==> src/rtl/cfg_seq_pkg.sv <==
package cfg_seq_pkg;

  typedef enum logic [2:0] {
    ST_IDLE,
    ST_CLEAR,
    ST_WAIT_INIT,
    ST_TAKE,
    ST_PULSE,
    ST_HOLD,
    ST_FINISHED
  } seqState_t;

  // Strobes from control to datapath; the datapath registers them onto pins.
  typedef struct packed {
    logic progLow;
    logic loadSel;
    logic clkHigh;
    logic capture;
    logic busy;
    logic finished;
  } pinStrobe_t;

endpackage

==> src/rtl/cfg_seq_ctrl.sv <==
module cfg_seq_ctrl
  import cfg_seq_pkg::*;
(
  input  logic       clk,
  input  logic       rstN,
  input  logic       startPulse,
  input  logic       endPulse,
  input  logic       inValid,
  input  logic       initN,
  input  logic       doneIn,
  output logic       inReady,
  output pinStrobe_t strobe
);

  seqState_t state;
  seqState_t nextState;
  logic      loading;
  logic      stopLoad;

  assign loading  = (state == ST_TAKE) || (state == ST_PULSE) || (state == ST_HOLD);
  assign stopLoad = loading && (doneIn || endPulse);
  // Ready is withdrawn in any cycle where the byte could not be consumed.
  assign inReady  = (state == ST_TAKE) && !startPulse && !doneIn && !endPulse;

  always_comb begin
    nextState = state;
    if (startPulse) begin
      nextState = ST_CLEAR;
    end else if (stopLoad) begin
      nextState = ST_FINISHED;
    end else begin
      case (state)
        ST_CLEAR:     if (!initN) nextState = ST_WAIT_INIT;
        ST_WAIT_INIT: if (initN) nextState = ST_TAKE;
        ST_TAKE:      if (inValid) nextState = ST_PULSE;
        ST_PULSE:     nextState = ST_HOLD;
        ST_HOLD:      nextState = ST_TAKE;
        default:      nextState = state;
      endcase
    end
  end

  always_ff @(posedge clk or negedge rstN) begin
    if (!rstN) state <= ST_IDLE;
    else       state <= nextState;
  end

  always_comb begin
    strobe.progLow  = (state == ST_CLEAR);
    strobe.loadSel  = loading;
    strobe.clkHigh  = (state == ST_PULSE);
    strobe.capture  = inReady && inValid;
    strobe.busy     = (state != ST_IDLE) && (state != ST_FINISHED);
    strobe.finished = (state == ST_FINISHED);
  end

  AST_ONE_BYTE: assert property (@(posedge clk) disable iff (!rstN)
    (inReady && inValid) |=> !inReady);

  AST_DONE_ENDS: assert property (@(posedge clk) disable iff (!rstN)
    (loading && doneIn && !startPulse) |=> strobe.finished);

  AST_END_ENDS: assert property (@(posedge clk) disable iff (!rstN)
    (loading && endPulse && !startPulse) |=> strobe.finished);

  AST_RESTART: assert property (@(posedge clk) disable iff (!rstN)
    startPulse |=> (strobe.progLow && !strobe.loadSel));

endmodule

==> src/rtl/cfg_seq_dpath.sv <==
module cfg_seq_dpath
  import cfg_seq_pkg::*;
#(
  parameter int DATA_W = 8
) (
  input  logic              clk,
  input  logic              rstN,
  input  pinStrobe_t        strobe,
  input  logic [DATA_W-1:0] inData,
  output logic              programN,
  output logic              chipSelN,
  output logic              writeN,
  output logic              cfgClk,
  output logic [DATA_W-1:0] cfgData,
  output logic              busy,
  output logic              finished
);

  always_ff @(posedge clk or negedge rstN) begin
    if (!rstN) begin
      programN <= 1'b1;
      chipSelN <= 1'b1;
      writeN   <= 1'b1;
      cfgClk   <= 1'b0;
      busy     <= 1'b0;
      finished <= 1'b0;
    end else begin
      programN <= !strobe.progLow;
      chipSelN <= !strobe.loadSel;
      writeN   <= !strobe.loadSel;
      cfgClk   <= strobe.clkHigh;
      busy     <= strobe.busy;
      finished <= strobe.finished;
    end
  end

  always_ff @(posedge clk or negedge rstN) begin
    if (!rstN)               cfgData <= '0;
    else if (strobe.capture) cfgData <= inData;
  end

  AST_PULSE_ONE: assert property (@(posedge clk) disable iff (!rstN)
    cfgClk |=> !cfgClk);

  AST_DATA_SETUP: assert property (@(posedge clk) disable iff (!rstN)
    $rose(cfgClk) |-> $stable(cfgData));

  AST_DATA_HOLD: assert property (@(posedge clk) disable iff (!rstN)
    $fell(cfgClk) |-> $stable(cfgData));

  AST_SELECT_IN_PULSE: assert property (@(posedge clk) disable iff (!rstN)
    cfgClk |-> (!chipSelN && !writeN));

  AST_PROG_EXCL: assert property (@(posedge clk) disable iff (!rstN)
    !programN |-> chipSelN);

endmodule

==> src/rtl/cfg_seq_top.sv <==
module cfg_seq_top #(
  parameter int DATA_W = 8
) (
  input  logic              clk,
  input  logic              rstN,
  input  logic              startPulse,
  input  logic              endPulse,
  input  logic [DATA_W-1:0] inData,
  input  logic              inValid,
  output logic              inReady,
  input  logic              initN,
  input  logic              doneIn,
  output logic              programN,
  output logic              chipSelN,
  output logic              writeN,
  output logic              cfgClk,
  output logic [DATA_W-1:0] cfgData,
  output logic              busy,
  output logic              finished
);

  cfg_seq_pkg::pinStrobe_t strobe;

  cfg_seq_ctrl u_ctrl (
    .clk        (clk),
    .rstN       (rstN),
    .startPulse (startPulse),
    .endPulse   (endPulse),
    .inValid    (inValid),
    .initN      (initN),
    .doneIn     (doneIn),
    .inReady    (inReady),
    .strobe     (strobe)
  );

  cfg_seq_dpath #(.DATA_W(DATA_W)) u_dpath (
    .clk      (clk),
    .rstN     (rstN),
    .strobe   (strobe),
    .inData   (inData),
    .programN (programN),
    .chipSelN (chipSelN),
    .writeN   (writeN),
    .cfgClk   (cfgClk),
    .cfgData  (cfgData),
    .busy     (busy),
    .finished (finished)
  );

endmodule

==> config.mk <==
export PLATFORM = sky130hd
export DESIGN_NAME = cfg_seq_top
export DESIGN_NICKNAME = d
export VERILOG_FILES = /design/src/rtl/cfg_seq_pkg.sv /design/src/rtl/cfg_seq_ctrl.sv /design/src/rtl/cfg_seq_dpath.sv /design/src/rtl/cfg_seq_top.sv
export SDC_FILE = /design/constraint.sdc
export NUM_CORES = 1
export LEC_CHECK = 0
export BUFFER_PORTS_ARGS = -buffer_cell sky130_fd_sc_hd__buf_2
export CAP_MARGIN = 20
export CORE_AREA = 4 4 48 50
export DETAILED_ROUTE_END_ITERATION = 8
export DIE_AREA = 0 0 52 54
export MAX_ROUTING_LAYER = met4
export RECOVER_POWER = 25
export SYNTH_ARGS = -nofsm -noshare
export SYNTH_HDL_FRONTEND = slang
export SYNTH_SLANG_ARGS = --single-unit
==> constraint.sdc <==
create_clock -name clk -period 3.15 [get_ports clk]
set_clock_uncertainty 0.2 [all_clocks]
set_input_delay 0.7875 -clock clk [delete_from_list [all_inputs] [get_ports clk]]
set_output_delay 0.7875 -clock clk [all_outputs]
set_load 0.1 [all_outputs]
==> metrics.yaml <==
critPathCaptureType: "primary output"
synthFlopType: "dfrtp_1"
io_buffers: 29
grt.total_usage_pct: 11.5
drt_iter0_markers: 1
die_h_um: 54
fin_crit_ns: 2.85
final_cell_area_um2: 908
die_w_um: 52
wire_per_inst_um: 12.5
cts_htree_levels: 1
r2r_setup_slack_ns: 1.34
synth_top_area_share_pct: 49.6
synth_top_area_cell: "dfrtp_1"
ios: 30
antenna_cells: 0
vias: 558
clock.fmax_ghz: 0.351
drive_above_1_share_pct: 53.5
placed_area_um2: 873
grt_pass1_wl_um: 2240
worst-path-max-fanout: 4
synthTopCellsByArea: "dfrtp_1, mux2_2, dfstp_2"
viasPerCell: 4.94
cts_tree: "built"
post_cts_buffers: 0
drc: 0
postRouteAntennaNets: 0
synth_most_common_cell: "dfrtp_1"
fin_tns_setup_ns: 0
cts_resized: 0
min_from: "u_dpath.cfgData[3]"
slew_viol_final: 0
tightest_slew_ns: 0.803
finalSetupViolCount: 0
core_area_um2: 1900
ys_seq_area_share_pct: 57.1
mappedNetlistArea_um2: 706
cts.sinks: 16
grt_max_degree: 17
grt_pass1_vias: 519
rr_startpoint: "u_ctrl.state[0]"
totalWireLength_um: 1410
dr.pass1.iters: 2
async_reset_ff_share_pct: 100
cts-root-buf: "clkbuf_4"
cap_violations: 0
post-route-period-util_pct: 90.4
overflow: 0
start_kind: "primary input"
num_rows: 16
clock_path_buffers: 2
antenna_found_initial: 0
nets: 102
synth_edf_count: 0
area.growth.synth_to_final_pct: 28.7
syn_area_per_cell_um2: 12.8
critPathKind: "primary input to primary output"
syn_nets: 70
synthTopCellsByCount: "dfrtp_1, mux2_2, nor2_1"
hpwl_um: 1130
hold_buffers: 0
finalNonFillerCells: 113
dp.cells: 109
ys_seq_elements: 16
worstPathRequired_ns: 2.16
gp_congestion: 0.804
fp.dieArea_um2: 2810
yosys_warnings: 0
status: "finished, final reports clean"
synth_cells: 55
hold_class: "flop to flop"
final_hold_viol_count: 0
slew-limit-headroom_pct: 46.5
cp.arrival_ns: 1.86
start_util_pct: 37.1
synth_cell_types: 26
rsz0062_at_grt: "no"
cp-startpoint: "endPulse"
cts_buffers: 3
clk_pin_slew_ns: 0.09
clk_latency_ns: 0.28
[layer usage]
| layer | vias to the layer above | routed length, um | GRT usage [%] |
|---|---|---|---|
| met5 | - | 0 | - |
| met4 | 0 | 9 | 5.24 |
| met3 | 2 | 136 | 3.60 |
| met2 | 21 | 679 | 18.8 |
| met1 | 275 | 581 | 12.8 |
| li1 | 260 | - | - |
[flip-flops by register name (all words and copies together), names as in the netlist]
| signal | cells |
|---|---|
| u_dpath.cfgData | 8 |
| u_ctrl.state | 3 |
| u_dpath.cfgClk | 1 |
| u_dpath.finished | 1 |
| u_dpath.busy | 1 |
| u_dpath.programN | 1 |
| u_dpath.chipSelN | 1 |
[layout make-up]
class | instances | area [um^2]
repair buffers | 29 | 144
fillers | 188 | 993
well taps | 27 | 33.8
flip-flops and latches | 16 | 403
multi-input cells | 37 | 292
clock buffers | 4 | 36.3
[critical path, cell delays in order]
cell and delay (ns):
buf_2 0.10, nor2_1 0.24, and4b_4 0.30, buf_2 0.43
[cell usage in the layout (no fill, tap or decap)]
cell type  count
nor2b_4        1
clkbuf_8       1
a31o_2         1
nor4b_1        1
dfrtp_1       14
and4b_4        1
nand2b_1       1
nor3b_1        1
mux2_2         8
o21ai_0        1
a211oi_1       1
and3b_1        1
and2b_1        1
nand2_4        1
a2111oi_0      1
dfstp_2        2
a21oi_1        2
mux2i_1        1
a22oi_1        1
clkbuf_1       1
clkbuf_4       3
a221oi_1       1
nor2b_1        3
or3_1          1
buf_2         28
nand2_1        2
nor2_1         5
o22ai_1        1
[path summary, 6_finish.rpt]
| kind | to | cells after the start |
|---|---|---|
| max | inReady | 4 |
| min | u_dpath.cfgData[3] | 1 |
| max reg2reg | u_ctrl.state[2] | 4 |
| min reg2reg | u_dpath.cfgData[3] | 1 |
| max in group asynchronous | u_ctrl.state[1] | 1 |
| min in group asynchronous | u_dpath.cfgData[3] | 1 |
[through the flow]
| stage | setup WS (ns) | hold slack, ns | util (%) |
|---|---|---|---|
| global route | 0.255 | 0.318 | 47.8 |
| global placement | 0.338 | 0.281 | 45.9 |
| CTS | 0.314 | 0.200 | 47.8 |
| finish | 0.301 | 0.306 | 47.8 |
| floorplan | 0.688 | 0.292 | - |
| detailed placement | 0.320 | 0.288 | 45.9 |
[cells by family after synthesis]
group                  synth area share, %
AO/OA/AOI/OAI                         8.87
AND/OR/NAND/NOR                       18.3
flip-flops                            57.1
multiplexers                          14.2
buffers and inverters                 1.60
Power is left out: the tool's default activity adds up to more than one toggle a clock period on the data nets, which glitch-free logic cannot reach.
